### src/rtl/march_pkg.sv
package march_pkg;
  localparam int MAX_OPS = 7;
  localparam int EW = 3;
  localparam int OW = 3;

  typedef struct packed {
    logic wr;
    logic val;
  } op_t;

  typedef struct packed {
    logic             down;
    logic [OW-1:0]    nops;
    op_t [MAX_OPS-1:0] ops;
  } elem_t;

  // codes: two bits per op, op0 in the low bits; 00 r0, 01 r1, 10 w0, 11 w1
  function automatic elem_t mk_elem(input logic down, input int unsigned n,
                                    input logic [2*MAX_OPS-1:0] codes, input logic so);
    elem_t e;
    e = '0;
    e.down = down;
    e.nops = OW'(n);
    for (int i = 0; i < MAX_OPS; i++) e.ops[i] = codes[2*i +: 2];
    if (so && !e.ops[0].wr && e.ops[n-1].wr) begin
      e.ops[n] = '{wr: 1'b0, val: e.ops[n-1].val};
      e.nops   = OW'(n + 1);
    end
    return e;
  endfunction

  function automatic int unsigned num_elems(input logic [1:0] alg);
    case (alg)
      2'd0:    return 3;
      2'd1:    return 6;
      default: return 5;
    endcase
  endfunction

  function automatic elem_t get_elem(input logic [1:0] alg, input logic [EW-1:0] idx,
                                     input logic so);
    elem_t e;
    e = mk_elem(1'b0, 1, 14'b10, so);
    case (alg)
      2'd0: case (idx)
        3'd1:    e = mk_elem(1'b0, 2, 14'b1100, so);
        3'd2:    e = mk_elem(1'b1, 2, 14'b1001, so);
        default: ;
      endcase
      2'd1: case (idx)
        3'd1:    e = mk_elem(1'b0, 2, 14'b1100, so);
        3'd2:    e = mk_elem(1'b0, 2, 14'b1001, so);
        3'd3:    e = mk_elem(1'b1, 2, 14'b1100, so);
        3'd4:    e = mk_elem(1'b1, 2, 14'b1001, so);
        3'd5:    e = mk_elem(1'b0, 1, 14'b00, so);
        default: ;
      endcase
      default: case (idx)
        3'd1:    e = alg[0] ? mk_elem(1'b0, 6, 14'b110010011100, so)
                            : mk_elem(1'b0, 4, 14'b11101100, so);
        3'd2:    e = mk_elem(1'b0, 4, 14'b10111001, so);
        3'd3,
        3'd4:    e = mk_elem(1'b1, 3, 14'b101100, so);
        default: ;
      endcase
    endcase
    return e;
  endfunction
endpackage

### src/rtl/march_seq.sv
module march_seq
  import march_pkg::*;
#(
  parameter int AW   = 4,
  parameter int DLYW = 8
) (
  input  logic            clk,
  input  logic            rst_n,
  input  logic            start,
  input  logic [1:0]      alg_sel,
  input  logic            ret_en,
  input  logic            so_en,
  input  logic [DLYW-1:0] ret_dly,
  output logic            launch,
  output logic            busy,
  output logic            done,
  output logic            acc_en,
  output logic            acc_wr,
  output logic            acc_val,
  output logic [AW-1:0]   acc_addr,
  output logic [EW-1:0]   acc_elem
);
  typedef enum logic [2:0] {S_IDLE, S_RUN, S_WAIT, S_DRAIN, S_DONE} st_e;

  st_e             st;
  logic [1:0]      alg_q;
  logic            ret_q, so_q;
  logic [DLYW-1:0] dly_q, wcnt;
  logic [EW-1:0]   elem;
  logic [OW-1:0]   opi;
  logic [AW-1:0]   cnt;
  elem_t           cur;
  op_t             op;
  logic            last_op, last_addr, last_elem;

  always_comb begin
    cur       = get_elem(alg_q, elem, so_q);
    op        = cur.ops[opi];
    last_op   = (opi == cur.nops - 1'b1);
    last_addr = &cnt;
    last_elem = (elem == EW'(num_elems(alg_q) - 1));
  end

  assign launch   = start && (st == S_IDLE || st == S_DONE);
  assign busy     = (st == S_RUN) || (st == S_WAIT) || (st == S_DRAIN);
  assign done     = (st == S_DONE);
  assign acc_en   = (st == S_RUN);
  assign acc_wr   = op.wr;
  assign acc_val  = op.val;
  assign acc_addr = cur.down ? ~cnt : cnt;
  assign acc_elem = elem;

  always_ff @(posedge clk or negedge rst_n) begin
    if (!rst_n) begin
      st <= S_IDLE; alg_q <= '0; ret_q <= 1'b0; so_q <= 1'b0; dly_q <= '0;
      wcnt <= '0; elem <= '0; opi <= '0; cnt <= '0;
    end else if (launch) begin
      alg_q <= alg_sel; ret_q <= ret_en; so_q <= so_en; dly_q <= ret_dly;
      elem <= '0; opi <= '0; cnt <= '0; st <= S_RUN;
    end else begin
      case (st)
        S_RUN: begin
          if (!last_op) opi <= opi + 1'b1;
          else begin
            opi <= '0;
            if (!last_addr) cnt <= cnt + 1'b1;
            else begin
              cnt <= '0;
              if (last_elem) st <= S_DRAIN;
              else begin
                elem <= elem + 1'b1;
                if (ret_q && dly_q != '0) begin
                  wcnt <= dly_q;
                  st   <= S_WAIT;
                end
              end
            end
          end
        end
        S_WAIT: begin
          if (wcnt == 1) st <= S_RUN;
          else wcnt <= wcnt - 1'b1;
        end
        S_DRAIN: st <= S_DONE;
        default: ;
      endcase
    end
  end

  assert_up_step_R3: assert property (@(posedge clk) disable iff (!rst_n)
    acc_en && $past(acc_en) && acc_elem == $past(acc_elem) && !cur.down
    |-> (acc_addr == $past(acc_addr) || acc_addr == $past(acc_addr) + 1'b1));

  assert_down_step_R3: assert property (@(posedge clk) disable iff (!rst_n)
    acc_en && $past(acc_en) && acc_elem == $past(acc_elem) && cur.down
    |-> (acc_addr == $past(acc_addr) || acc_addr == $past(acc_addr) - 1'b1));

  assert_done_after_drain_R8: assert property (@(posedge clk) disable iff (!rst_n)
    $rose(done) |-> $past(st == S_DRAIN));

  assert_gap_quiet_R6: assert property (@(posedge clk) disable iff (!rst_n)
    $past(st == S_WAIT) && st == S_WAIT |-> !acc_en && $stable(elem));
endmodule

### src/rtl/march_cmp.sv
module march_cmp
  import march_pkg::*;
#(
  parameter int AW = 4,
  parameter int DW = 8
) (
  input  logic          clk,
  input  logic          rst_n,
  input  logic          clear,
  input  logic          rd_en,
  input  logic          exp_val,
  input  logic [AW-1:0] rd_addr,
  input  logic [EW-1:0] rd_elem,
  input  logic [DW-1:0] rdata,
  output logic          fail,
  output logic [AW-1:0] fail_addr,
  output logic [EW-1:0] fail_elem
);
  logic          v_q, x_q;
  logic [AW-1:0] a_q;
  logic [EW-1:0] e_q;
  logic          mism;

  assign mism = v_q && (rdata != {DW{x_q}});

  always_ff @(posedge clk or negedge rst_n) begin
    if (!rst_n) begin
      v_q <= 1'b0; x_q <= 1'b0; a_q <= '0; e_q <= '0;
      fail <= 1'b0; fail_addr <= '0; fail_elem <= '0;
    end else begin
      v_q <= rd_en;
      x_q <= exp_val;
      a_q <= rd_addr;
      e_q <= rd_elem;
      if (clear) begin
        fail <= 1'b0; fail_addr <= '0; fail_elem <= '0;
      end else if (mism && !fail) begin
        fail      <= 1'b1;
        fail_addr <= a_q;
        fail_elem <= e_q;
      end
    end
  end

  assert_first_fail_kept_R5: assert property (@(posedge clk) disable iff (!rst_n)
    $past(fail) && fail |-> $stable(fail_addr) && $stable(fail_elem));

  assert_fail_from_read_R4: assert property (@(posedge clk) disable iff (!rst_n)
    $rose(fail) |-> $past(v_q));
endmodule

### src/rtl/march_bist.sv
module march_bist #(
  parameter int AW   = 4,
  parameter int DW   = 8,
  parameter int DLYW = 8
) (
  input  logic            clk,
  input  logic            rst_n,
  input  logic            start,
  input  logic [1:0]      alg_sel,
  input  logic            ret_en,
  input  logic [DLYW-1:0] ret_dly,
  input  logic            so_en,
  output logic            busy,
  output logic            done,
  output logic            fail,
  output logic [AW-1:0]   fail_addr,
  output logic [2:0]      fail_elem,
  output logic            ram_en,
  output logic            ram_we,
  output logic [AW-1:0]   ram_addr,
  output logic [DW-1:0]   ram_wdata,
  input  logic [DW-1:0]   ram_rdata
);
  logic       launch, acc_wr, acc_val;
  logic [2:0] acc_elem;

  march_seq #(.AW(AW), .DLYW(DLYW)) u_seq (
    .clk(clk), .rst_n(rst_n), .start(start), .alg_sel(alg_sel), .ret_en(ret_en),
    .so_en(so_en), .ret_dly(ret_dly), .launch(launch), .busy(busy), .done(done),
    .acc_en(ram_en), .acc_wr(acc_wr), .acc_val(acc_val), .acc_addr(ram_addr),
    .acc_elem(acc_elem)
  );

  assign ram_we    = acc_wr;
  assign ram_wdata = {DW{acc_val}};

  march_cmp #(.AW(AW), .DW(DW)) u_cmp (
    .clk(clk), .rst_n(rst_n), .clear(launch), .rd_en(ram_en && !acc_wr),
    .exp_val(acc_val), .rd_addr(ram_addr), .rd_elem(acc_elem), .rdata(ram_rdata),
    .fail(fail), .fail_addr(fail_addr), .fail_elem(fail_elem)
  );

  assert_done_holds_result_R8: assert property (@(posedge clk) disable iff (!rst_n)
    done && $past(done) |-> $stable(fail) && $stable(fail_addr));

  assert_start_ignored_R9: assert property (@(posedge clk) disable iff (!rst_n)
    $past(busy) && $past(start) && busy |-> !$fell(fail));
endmodule

### config.mk
export PLATFORM = sky130hd
export DESIGN_NAME = march_bist
export DESIGN_NICKNAME = d
export VERILOG_FILES = /design/src/rtl/march_pkg.sv /design/src/rtl/march_seq.sv /design/src/rtl/march_cmp.sv /design/src/rtl/march_bist.sv
export SDC_FILE = /design/constraint.sdc
export NUM_CORES = 1
export LEC_CHECK = 0
export ABC_AREA = 1
export ABC_CLOCK_PERIOD_IN_PS = 2900
export BUFFER_PORTS_ARGS = -buffer_cell sky130_fd_sc_hd__buf_2
export CORE_MARGIN = 5
export CORE_UTILIZATION = 35
export DETAILED_ROUTE_END_ITERATION = 10
export PLACE_DENSITY = 0.6
export SLEW_MARGIN = 20
export SYNTH_ARGS = -nofsm -noshare
export SYNTH_HDL_FRONTEND = slang
export SYNTH_SLANG_ARGS = --single-unit
### constraint.sdc
create_clock -name clk -period 2.9 [get_ports clk]
set_clock_uncertainty 0.05 [all_clocks]
set_input_delay 0.29 -clock clk [delete_from_list [all_inputs] [get_ports clk]]
set_output_delay 0.29 -clock clk [all_outputs]
set_load 0.005 [all_outputs]
* Word-level counts from Yosys, hierarchy flattened
Cells that the tools add are included.
** Cells by class
- Add/subtract/negate cells :: 6
- $mul :: 0
- Div/mod/pow operators :: 0
- Magnitude comparators :: 1
- Equality and inequality tests :: 24
- Shift-type cells :: 0
- Muxes and demuxes :: 45
- Bitwise gates (word level) :: 2
- Reductions and logical operators :: 25
** Operators with widths (count)
- 18-bit case mux with 5 select lines :: 1
- 18-bit case mux with 2 select lines :: 2
- 3-bit two-way mux :: 18
- 18-bit case mux with 3 select lines :: 1
- 8-bit two-way mux :: 5
- 4-bit two-way mux :: 7
- 16-bit two-way mux :: 1
- 8-bit case mux with 2 select lines :: 1
- 3-bit by 2-bit equality test with 1-bit output, second input constant :: 4
- 2-bit nonzero test :: 5
- 3-bit equality test, second input constant :: 3
- 3-bit case mux with 3 select lines :: 1
- 8-bit by 1-bit equality test with 1-bit output, second input constant :: 1
- 8-bit != test :: 1
- 4-bit AND reduction :: 2
- 8-bit nonzero test :: 1
- 8-bit by 1-bit subtractor with 8-bit output, second input constant :: 1
- 7-bit AND reduction :: 1
- 3-bit by 1-bit adder with 3-bit output, second input constant :: 2
- 2-bit binary-select mux with 3-bit select :: 1
- 3-bit by 1-bit equality test with 1-bit output, second input constant :: 2
- 3-bit equality test :: 2
- 2-bit by 1-bit != test with 1-bit output, second input constant :: 3
- 2-bit != test, second input constant :: 3
- other kinds (21) :: 34
** Storage, ports and cells
- Bits in registers :: 50
- Bits in latches :: 0
- Memory bits (writable) :: 0
- Bits in read-only memories :: 0
- Bits of input ports :: 23
- Output and inout bits :: 24
- Logic and storage cells :: 119
- Memories kept :: 0

* Logic depth before layout (Yosys ltp)
Gate-level depths: netlist of run 1.
- Word-level depth :: 9
- Gate-level depth with buffers :: 21
- Depth with buffers taken out :: 20

* By module
From an unflattened synthesis of run 1, not the netlist that was laid out.
** Second synthesis, totals
- Cells, all modules :: 424
- Area total of the unflattened synthesis :: 3284.4 µm²
** By module, submodules not included
- march_seq :: instances 1, cells an instance 348, area each 2538.7 µm², seq. area each 825.8 µm²
- march_cmp :: instances 1, cells an instance 66, area each 675.6 µm², seq. area each 425.4 µm²
- march_bist :: instances 1, cells an instance 10, area each 70.1 µm², seq. area each 0.0 µm²

* Least setup slack after synthesis of run 1
Ideal clock, no wire load.
- Kind :: register -> register
- From :: register u_seq.elem[0] (netlist: u_seq.acc_elem[0])
- To :: register u_seq.wcnt[2]
- Setup time :: 0.123 ns
- Data arrival time :: 2.446 ns
- Data required time :: 2.727 ns
- Slack :: 0.281 ns
- Stages on the path, launching flop included :: 21
- Period minus slack after synthesis :: 2.619 ns
- Cells stage by stage :: dfrtp_1 -> ha_1 -> ha_1 -> nor2_1 -> nand3_1 -> nand2_1 -> inv_1 -> nand2_1 -> nand3_2 -> ha_1 -> xnor2_1 -> inv_1 -> nand2_1 -> inv_1 -> nor2_4 -> nand3_4 -> nand2_4 -> nand2_2 -> buf_6 -> nand2_2 -> o21ai_2
** On the way
- Longest elaborated chain between the ends :: 8
- Elaborated cells between the ends (all ways) :: 16
** RTL lines
- from (decl) :: RTL line march_seq.sv:29 : logic [EW-1:0] elem;
- from (signal assigned) :: RTL line march_seq.sv:71 : elem <= elem + 1'b1;
- 3-bit by 2-bit equality test with 1-bit output / 3-bit equality test (equally long branches) :: RTL line march_pkg.sv:50, march_pkg.sv:58
- 2-bit OR reduction :: RTL line march_pkg.sv:58 : default: case (idx)
- 18-bit case mux with 3 select lines :: RTL line march_pkg.sv:58
- 18-bit case mux with 2 select lines :: RTL line march_pkg.sv:44 : case (alg)
- 3-bit by 1-bit subtractor with 3-bit output :: RTL line march_seq.sv:39 : last_op = (opi == cur.nops - 1'b1);
- 3-bit equality test :: RTL line march_seq.sv:39
- 2-bit by 1-bit != test with 1-bit output (no line)
- 7-bit AND reduction (no line) *
- to (signal assigned) :: RTL line march_seq.sv:73 : wcnt <= dly_q;
- to (signal assigned) :: RTL line march_seq.sv:82 : else wcnt <= wcnt - 1'b1;
- to (decl) :: RTL line march_seq.sv:28 : logic [DLYW-1:0] dly_q, wcnt;
Mark *: on every way between the ends. The rest lies on a longest branch, timed or not.
A chain may end at the register's enable or synchronous reset.

* Worst setup path in the final report of run 1
- From :: register u_seq.elem[1] (netlist: u_seq.acc_elem[1])
- To :: register u_seq.wcnt[4]
Same word-level chain as after synthesis.

==> flow_summary.json, run 1 <==
{
  "via_per_inst": 5.06,
  "crit_arrival_ns": 2.93,
  "cts_sinks": 50,
  "io_buffer_count": 46,
  "max_slew_margin_pct": 61.4,
  "final_area_sq_um": 3720,
  "synthAdderAreaFrac_pct": 4.38,
  "overflow": 0,
  "drtIter0Drc": 225,
  "status": "finished clean",
  "synthMuxAreaShare_pct": 0,
  "synthXorXnorAreaFrac_pct": 2.23,
  "ys_warn_count": 0,
  "initial_core_util_pct": 36.0,
  "h-tree-depth": 2,
  "hpwlAfterDp_mm": 6.04,
  "syn_inst": 414,
  "core.rowCount": 34,
  "cap_viol_max_count": 0,
  "hold_violations": 0,
  "routed_wl_mm": 7.96,
  "synth_area_leaders": "dfrtp_1 (40%), nand2_1 (13%), nand3_1 (6.2%), inv_1 (5.1%), o21ai_0 (4.8%)",
  "criticalPathCategory": "reg -> reg",
  "critPathMaxStageDelay_ns": 0.46,
  "grtUsageTotal_pct": 14.4,
  "dominantRegCellSynth": "dfrtp_1",
  "seq_area_frac_synth_pct": 39.8,
  "grt_max_degree": 32,
  "wl_per_cell_um": 13.9,
  "cp_common_cell": "nand2_1",
  "synth_top_area_share_pct": 39.8,
  "cp-start-kind": "flop",
  "die_w_um": 105,
  "endpoint": "u_seq.wcnt[4]",
  "area_growth_syn_to_layout_pct": 18.5,
  "crit_chain": "ha_2, ha_1, nor2_2, nand3_1, nand2_1, inv_1, nand2_1, nand3_2, ha_2, xor2_1, nand2_1, nor2_4, nand3_4, nand2_8, buf_4, nand3_1, nand2_1",
  "final_cell_mix": "nand2_1 (105), dfrtp_1 (48), buf_2 (46)",
  "ant_nets": 0,
  "synth_top_family_by_area": "simple AND/OR/NAND/NOR gates",
  "layout_commonest_cell": "nand2_1",
  "fp.dieH_um": 105,
  "io_pins": 47,
  "cts_tree": "built",
  "yosys_register_bits": 50,
  "critPathTopFamily": "simple AND/OR/NAND/NOR gates",
  "synthArstFlopShare_pct": 100,
  "hold_path.class": "in -> reg",
  "p_leak_nw": 1.92,
  "clk_pin_slew_ns": 0.10,
  "synth_edf_count": 0,
  "cts_made_buffers": 5,
  "clk-insertion-delay-late_ns": 0.31,
  "antenna_found_initial": 0,
  "fmaxAchievable_ghz": 0.367,
  "worst-path-stages": 17,
  "cp_max_fo": 6,
  "finalWorstPathRequiredPeriod_ns": 2.72,
  "crit_start": "u_seq.acc_elem[1]",
  "synth.largest_area_cell": "dfrtp_1",
  "crit_path_end_kind": "flop",
  "max_slew.worst_pin.slew_ns": 0.576,
  "synth.distinct_cells": 42,
  "hold_start": "ret_dly[6]",
  "die_area_sq_um": 11000,
  "synth_area_per_cell_sq_um": 7.59,
  "vias": 2899,
  "power_density_nw_per_um2": 335,
  "globalplace.congestion": 0.861,
  "fin_total_pwr_mw": 1.25,
  "grt_pass1_wl_mm": 13.2,
  "cts_buffer_depth": 2,
  "drt-met1-wl_mm": 3.93,
  "root_buffer": "clkbuf_8",
  "n_antenna_cell": 0,
  "ir_drop_v": 0.000211,
  "syn-num-nets": 448,
  "crit_path_top_delay_cell": "dfrtp_2",
  "cp.required_ns": 3.11,
  "placed_area_sq_um": 3460,
  "reg2regPathDepth": 17,
  "first_global_vias": 2707,
  "reg2reg_slack_ns": 0.18,
  "dr.pass1.iters": 4,
  "drcViolationCount": 0,
  "highest_layer": "met4",
  "synth_simple_gate_area_share_pct": 32.1,
  "r2r-end": "u_seq.wcnt[4]",
  "synth_compound_area_share_pct": 12.1,
  "timing.final.max_slew_violations": 0,
  "met3WireLength_um": 387,
  "critPathBufInv": 2,
  "num-nets-final": 498,
  "wl_met2_mm": 3.49,
  "drive_above_1_share_pct": 24.5,
  "setup_viol": 0,
  "netlist_area_sq_um": 3140,
  "r2r_start": "u_seq.acc_elem[1]",
  "min_period_over_period_pct": 93.9,
  "design.core.area_sq_um": 8720
}
==> worst min-delay path: cells and delay by family <==
kind	cells	cell delay (ns)
buf+inv	1	0.07
simple gates	2	0.08
==> metal layers <==
metal,track usage (%),vias to the layer above
met4,5.02,0
met5,0,-
li1,-,1459
met3,2.28,14
met1,21.4,1345
met2,21.3,81
==> through the flow <==
step | instances | hold slack [ns] | utilization (%) | setup WS [ns] | TNS [ns]
after floorplan | 414 | -0.0556 | - | 0.281 | 0
after CTS | 569 | 0.104 | 41.2 | 0.0329 | 0
after global routing | 573 | 0.121 | 42.7 | -0.00782 | -0.0161
final | 573 | 0.114 | 42.7 | 0.176 | 0
after detailed placement | 560 | 0.234 | 39.7 | -0.0529 | -0.263
after global placement | 560 | 0.231 | 39.7 | 0.121 | 0
==> where the power goes <==
part	total, mW	switching, mW	internal [mW]
Clock	0.518	0.256	0.262
Sequential	0.697	0	0.697
Combinational	0.0331	0.0203	0.0128
Total	1.25	0.277	0.971
==> flip-flops by register name, indices dropped and copies added, names as in the netlist, 2 cells and up <==
name,flops
u_seq.opi,3
u_cmp.a_q,4
u_seq.dly_q,8
u_seq.alg_q,2
u_seq.cnt,4
u_cmp.e_q,3
u_seq.wcnt,8
u_seq.acc_elem,3
u_cmp.fail_elem,3
u_seq.st,3
u_cmp.fail_addr,4
==> Yosys cell counts (3+ instances only) <==
library cell,count
o21ai_0,30
nand3_1,39
nand2_1,107
ha_1,11
o21ai_2,5
inv_1,43
a21oi_1,12
nor2_1,27
o21ai_1,3
xnor2_1,4
nand4_1,15
nand2_2,10
dfrtp_1,50
buf_4,8
o22ai_1,5
nand2_4,3
clkbuf_1,4
xor2_1,4
==> cell type report <==
| type | count | area [sq um] |
|---|---|---|
| inverter | 48 | 181 |
| sequential | 50 | 1250 |
| fill | 838 | 5000 |
| tap | 108 | 135 |
| timing repair buffer | 60 | 338 |
| clock buffer | 5 | 68.8 |
| clock inverter | 3 | 47.5 |
| multi-input combinational | 299 | 1700 |
==> worst min path at each step <==
stage	to	slack, ns	cells after the start
final	u_seq.dly_q[6]	0.11	3
after global routing	u_seq.dly_q[2]	0.12	3
after CTS	u_seq.ret_q	0.10	3
after detailed placement	u_seq.dly_q[0]	0.23	1
after global placement	u_seq.dly_q[0]	0.23	1
after floorplan	u_cmp.a_q[0]	-0.06	0
==> timing repair <==
item / CTS / global route
hold buffers: 1 / 0
buffers inserted: 0 / 4
endpoints found under the hold margin: 19 / 0
gates resized for setup: 2 / 24
endpoints found under the setup margin: 10 / 28
pin swaps: 0 / 1
==> cells by family (layout without fill, tap and decap cells) <==
group,after synthesis,after routing
AND/OR/NAND/NOR,215,215
AO/OA/AOI/OAI,65,65
buffers and inverters,65,116
flip-flops,50,50
adder cells (fa/ha/maj),11,11
XOR/XNOR,8,8
(Power assumes the default switching activity.)
==> run 2: changes to the inputs <==
--- a/config.mk
+++ b/config.mk
@@ -5,7 +5,6 @@
 export SDC_FILE = /design/constraint.sdc
 export NUM_CORES = 1
 export LEC_CHECK = 0
-export ABC_AREA = 1
 export ABC_CLOCK_PERIOD_IN_PS = 2900
 export BUFFER_PORTS_ARGS = -buffer_cell sky130_fd_sc_hd__buf_2
 export CORE_MARGIN = 5
==> run 2 against run 1 <==
  * First-iteration DRC count shrank 55%
  * Hold slack gained 0.0041 ns
  * Maximum frequency decreased by 14%
  * Critical endpoint is now u_seq.wcnt[6]
  * The run now ends with negative setup slack left
  * Critical path depth is 3 lower
  * Combinational power rose by 3%
  * Power down 8.4%
  * Non-clock buffer count is 39 higher
==> flow_summary.json, run 2 <==
{
  "cp-start-kind": "flop",
  "seqPwrFrac_pct": 60.9,
  "h-tree-depth": 2,
  "synth_top_area_share_pct": 40.3,
  "drive_above_1_share_pct": 36.7,
  "comb_power_share_pct": 3.0,
  "fp.dieH_um": 104,
  "yosysMostFrequentCell": "nand2_1",
  "layout_commonest_cell": "nand2_1",
  "final.setup.worst_slack_ns": -0.257,
  "overflow": 0,
  "critPathMaxStageDelay_ns": 0.46,
  "max_slew_margin_pct": 48.3,
  "r2r-end": "u_seq.wcnt[6]",
  "dr.pass1.iters": 4,
  "cts_made_buffers": 5,
  "io_pins": 47,
  "yosys_register_bits": 50,
  "wl_per_cell_um": 15.0,
  "die_area_sq_um": 10800,
  "cts_sinks": 50,
  "initial_core_util_pct": 35.8,
  "min_period_over_period_pct": 109,
  "whs_ns": 0.119,
  "hold_violations": 0,
  "via_per_inst": 5.20,
  "whs_path_depth": 3,
  "ys_warn_count": 0,
  "hold_start": "ret_dly[6]",
  "top_regs": "u_seq.dly_q (8), u_seq.wcnt (8)",
  "final_cell_mix": "nand2_1 (50), dfrtp_1 (48), buf_2 (46)",
  "grt_pass1_wl_mm": 13.5,
  "criticalPathCategory": "reg -> reg",
  "hpwlAfterDp_mm": 5.99,
  "netlist_area_sq_um": 3100,
  "fmaxAchievable_ghz": 0.317,
  "setup_viol": 26,
  "synth.largest_area_cell": "dfrtp_1",
  "cp.required_ns": 3.05,
  "final_cell_count_no_fill": 550,
  "synth_area_leaders": "dfrtp_1 (40%), nand2_1 (6.5%), a21oi_1 (4.5%), ha_1 (4.4%), nor2_1 (4.4%)",
  "finalWorstPathRequiredPeriod_ns": 3.16,
  "cap_viol_max_count": 0,
  "crit_chain": "ha_4, ha_4, a21o_1, o31ai_4, o211ai_2, and2_4, ha_4, xor2_2, nand2_1, mux2i_2, buf_4, a31oi_4, or2_4, o22a_1",
  "ant_nets": 0,
  "power_density_nw_per_um2": 277,
  "netlist_top_cells_count": "nand2_1 (54), dfrtp_1 (50), nor2_1 (36), a21oi_1 (28), nand3_1 (19)",
  "r2r_start": "u_seq.acc_elem[0]",
  "clk-insertion-delay-late_ns": 0.31,
  "routed_wl_mm": 8.23,
  "violations": "negative setup slack",
  "cp_max_fo": 8,
  "area_growth_syn_to_layout_pct": 32.9,
  "grt_max_degree": 28,
  "syn_inst": 364,
  "num-nets-final": 475,
  "p_int_uw": 880,
  "crit_start": "u_seq.acc_elem[0]",
  "synth_area_per_cell_sq_um": 8.52,
  "io_buffer_count": 46,
  "reg2regPathDepth": 14,
  "cp_common_cell": "ha_4",
  "first_global_vias": 2792,
  "drtIter0Drc": 101,
  "status": "finished with violations",
  "reg2reg_slack_ns": -0.26,
  "design.core.area_sq_um": 8680,
  "dp_slack_ns": -0.328,
  "dp.cells": 531,
  "max_slew.worst_pin.slew_ns": 0.770,
  "cts_tree": "built",
  "timing.final.max_slew_violations": 0,
  "synthArstFlopShare_pct": 100,
  "ir_drop_v": 0.000145,
  "hold_path.class": "in -> reg",
  "antenna_found_initial": 0,
  "synth.distinct_cells": 58,
  "switchingPower_uw": 263,
  "root_buffer": "clkbuf_8",
  "rsz0062_at_grt": "true",
  "drcViolationCount": 0,
  "vias": 2859,
  "power.share.clock_pct": 36.1,
  "seq_area_frac_synth_pct": 40.3,
  "p_leak_nw": 1.90,
  "dominantRegCellSynth": "dfrtp_1",
  "crit_path_end_kind": "flop",
  "crit_path_top_delay_cell": "dfrtp_2",
  "globalplace.congestion": 0.872,
  "syn-num-nets": 398,
  "n_antenna_cell": 0,
  "power_switching_share_pct": 23.0,
  "grtUsageTotal_pct": 14.6,
  "cts_buffer_depth": 2,
  "min_to": "u_seq.dly_q[6]",
  "fin_util_pct": 47.5,
  "die_w_um": 104,
  "synth_edf_count": 0,
  "crit_arrival_ns": 3.31,
  "clk_pin_slew_ns": 0.09,
  "core.rowCount": 34
}
[run 2: power groups by stage]
stage | sequential, mW | clock [mW] | combinational, mW
after floorplan | 0.711 | 0 | 0.00145
after global placement | 0.710 | 0 | 0.0338
after detailed placement | 0.710 | 0 | 0.0348
after CTS | 0.697 | 0.427 | 0.0358
after global routing | 0.697 | 0.446 | 0.0406
final | 0.697 | 0.413 | 0.0341
[run 2: layout make-up]
type / instances / area [sq um]
fillers: 869 / 4550
multi-input cells: 269 / 1910
flip-flops and latches: 50 / 1250
repair buffers: 99 / 676
well taps: 108 / 135
clock buffers: 5 / 68.8
inverters: 16 / 62.6
clock inverters: 3 / 21.3
[run 2: layer usage]
layer  vias to the layer above  part of all wire (%)  track usage, %
li1                       1418                     -               -
met1                      1375                    44            18.8
met2                        52                    51            25.2
met3                        14                   2.8            2.11
met4                         0                   2.0            4.72
met5                         -                     0               0
[run 2: worst max-delay path, delay by kind of cell (launching register included)]
kind            cells  cell delay (ns)
flops               1             0.46
compound gates      5             0.89
simple gates        3             0.58
xor+xnor            1             0.14
fa+ha+maj           3             0.60
buf+inv             1             0.16
mux                 1             0.17
[run 2: stage by stage]
| stage | setup TNS (ns) | cell area (sq um) | power, mW |
|---|---|---|---|
| after floorplan | -2.86 | 3170 | 0.712 |
| after global placement | -2.43 | 3660 | 0.744 |
| after detailed placement | -4.15 | 3660 | 0.745 |
| after CTS | -3.86 | 3890 | 1.16 |
| after global routing | -7.10 | 4130 | 1.18 |
| final | -3.76 | 4130 | 1.14 |
[run 2: worst max-delay path by stage]
stage	slack [ns]	cells after the start	endpoint
after CTS	-0.21	14	u_seq.acc_elem[2]
after global placement	-0.28	15	u_seq.acc_elem[1]
after global routing	-0.37	16	u_seq.cnt[0]
final	-0.26	14	u_seq.wcnt[6]
after detailed placement	-0.33	15	u_seq.acc_elem[1]
after floorplan	-0.27	15	u_seq.wcnt[6]
[run 2: cell families (layout without fill, tap and decap cells)]
group / count (synthesis) / after routing / share of synthesized area (%)
mux: 6 / 6 / 2.14
buf+inv: 45 / 123 / 7.30
simple gates: 154 / 154 / 23.3
fa+ha+maj: 11 / 11 / 4.44
compound gates: 91 / 91 / 20.5
xor+xnor: 7 / 7 / 1.98
flops: 50 / 50 / 40.3
[run 2: what timing repair did]
action                                  4_1_cts  5_1_grt
endpoints found under the setup margin       27       28
endpoints found under the hold margin        25        0
pin swaps                                    12       25
gates cloned                                  0        1
hold buffers                                  1        0
resized for setup                            23       39
setup buffers                                 6        4
==> run 3: changes to the inputs <==
--- a/config.mk
+++ b/config.mk
@@ -5,9 +5,10 @@
 export SDC_FILE = /design/constraint.sdc
 export NUM_CORES = 1
 export LEC_CHECK = 0
+export ABC_AREA = 1
 export ABC_CLOCK_PERIOD_IN_PS = 2900
 export BUFFER_PORTS_ARGS = -buffer_cell sky130_fd_sc_hd__buf_2
-export CORE_MARGIN = 5
+export CORE_MARGIN = 8
 export CORE_UTILIZATION = 35
 export DETAILED_ROUTE_END_ITERATION = 10
 export PLACE_DENSITY = 0.6
==> run 3 against run 2 <==
  * The flow now finishes without violations
  * Die area is 13% higher
  * Via count is 0.87% lower
  * Utilization is 5.4 points lower
  * Final cell count is 4.0% higher
==> flow_summary.json, run 3 (synthesis results as in run 1) <==
{
  "final_area_sq_um": 3670,
  "cp_common_cell": "nand2_1",
  "reg2reg_slack_ns": 0.20,
  "io_buffer_count": 46,
  "regArea_sq_um": 1250,
  "cts_buffer_depth": 2,
  "fin_total_pwr_mw": 1.15,
  "p_leak_nw": 1.90,
  "hold_violations": 0,
  "clk-insertion-delay-late_ns": 0.31,
  "clk_pin_slew_ns": 0.10,
  "design.core.area_sq_um": 8720,
  "h-tree-depth": 2,
  "die_area_sq_um": 12300,
  "grt_pass1_wl_mm": 13.2,
  "crit_chain": "buf_4, ha_4, nand2_1, inv_2, buf_4, nand2_1, nor2_2, or2_2, a21o_1, nand2_1, o21ai_0, nand2_1, nand2_2, buf_2",
  "globalplace.congestion": 0.921,
  "max_slew.worst_pin.slew_ns": 0.656,
  "first_global_vias": 2757,
  "cp.required_ns": 2.56,
  "placed_area_sq_um": 3460,
  "io_pins": 47,
  "p_int_uw": 879,
  "routed_wl_mm": 7.86,
  "initial_core_util_pct": 36.0,
  "cts_hold_buf": 0,
  "fp.dieH_um": 111,
  "cap_viol_max_count": 0,
  "dr.pass1.iters": 4,
  "critPathMaxStageDelay_ns": 0.45,
  "grt_max_degree": 51,
  "n_antenna_cell": 0,
  "fmaxAchievable_ghz": 0.370,
  "area_growth_syn_to_layout_pct": 16.8,
  "critPathBufInv": 4,
  "power_switching_share_pct": 23.9,
  "drive_above_1_share_pct": 24.8,
  "max_slew_margin_pct": 56.3,
  "criticalPathCategory": "reg -> out",
  "cts_tree": "built",
  "hold_path.class": "in -> async",
  "power.share.clock_pct": 36.9,
  "ir_drop_v": 0.000199,
  "status": "finished clean",
  "via_per_inst": 4.95,
  "timing.final.max_slew_violations": 0,
  "crit_path_end_kind": "output pin",
  "setup_viol": 0,
  "core.rowCount": 34,
  "cp-start-kind": "flop",
  "hpwlAfterDp_mm": 5.84,
  "cts_sinks": 50,
  "multiInputGateArea_sq_um": 1680,
  "finalWorstPathRequiredPeriod_ns": 2.70,
  "power_density_nw_per_um2": 315,
  "drcViolationCount": 0,
  "overflow": 0,
  "cts_made_buffers": 5,
  "ant_nets": 0,
  "wl_per_cell_um": 13.7,
  "comb_power_share_pct": 2.8,
  "top_regs": "u_seq.dly_q (8), u_seq.wcnt (8)",
  "seqPwrFrac_pct": 60.3,
  "root_buffer": "clkbuf_8",
  "switchingPower_uw": 276,
  "final_cell_mix": "nand2_1 (105), dfrtp_1 (48), buf_2 (46)",
  "vias": 2834,
  "die_w_um": 111,
  "cp_max_fo": 9,
  "antenna_found_initial": 0,
  "layout_commonest_cell": "nand2_1",
  "min_period_over_period_pct": 93.3,
  "num-nets-final": 497,
  "crit_path_top_delay_cell": "dfrtp_2",
  "crit_arrival_ns": 2.36,
  "drtIter0Drc": 200,
  "grtUsageTotal_pct": 12.5,
  "nFillCells": 880,
  "critPathTopFamily": "simple AND/OR/NAND/NOR gates"
}
==> run 3: cell count changes in the layout (fill, tap and decap cells not counted), moves of 13 or more <==
cell / before / now
nand2_1: 50 / 105
inv_1: 13 / 41
a21oi_1: 23 / 10
buf_4: 41 / 13
o21ai_0: 15 / 29
nand3_1: 17 / 38
==> run 3: final timing paths <==
kind / start / endpoint / depth (start not counted)
setup / recovery: u_seq.acc_elem[0] / ram_wdata[1] / 14
hold / removal: rst_n / u_seq.dly_q[1] / 2
setup reg to reg: u_seq.acc_elem[0] / u_seq.wcnt[0] / 18
hold reg to reg: u_seq.wcnt[4] / u_seq.wcnt[4] / 2
max in group asynchronous: rst_n / u_seq.acc_elem[0] / 2
min in group clk: ret_dly[7] / u_seq.dly_q[7] / 3
==> run 3: power by group through the flow <==
stage               logic (mW)  clock network, mW  registers [mW]
CTS                     0.0335              0.444           0.697
global placement        0.0329                  0           0.710
global route            0.0374              0.463           0.697
detailed placement      0.0333                  0           0.710
finish                  0.0318              0.426           0.697
floorplan              0.00198                  0           0.711
==> run 3: layout make-up <==
cell class | count | area share [%]
Clock buffer | 5 | 1.87
Clock inverter | 3 | 0.579
Inverter | 48 | 4.94
Multi-Input combinational cell | 299 | 45.8
Sequential cell | 50 | 34.2
Tap cell | 108 | 3.68
Timing Repair Buffer | 59 | 8.93
==> run 3: metrics by stage <==
stage                     TNS (ns)  instances  hold slack [ns]  setup slack (ns)  util [%]
after floorplan                  0        414          -0.0556             0.281         -
after global placement           0        559            0.403            0.0977      39.6
after detailed placement         0        559            0.408           0.00909      39.6
after CTS                        0        567           0.0604           0.00288      40.7
after global routing        -0.175        572           0.0931           -0.0306      42.1
final                            0        572           0.0375             0.195      42.1
==> run 3: routing by layer <==
metal / vias to the layer above / GRT usage (%) / part of all wire (%)
met4: 0 / 3.33 / 0
met2: 68 / 18.8 / 43
met5: - / 0 / 0
met1: 1310 / 17.2 / 51
met3: 0 / 3.14 / 5.5
li1: 1456 / - / -
==> run 3: timing repair <==
action / in CTS / in global routing
pin swaps: 0 / 4
endpoints found under the setup margin: 2 / 27
setup buffers: 0 / 5
resized for setup: 1 / 23
hold endpoints to repair: 0 / 0
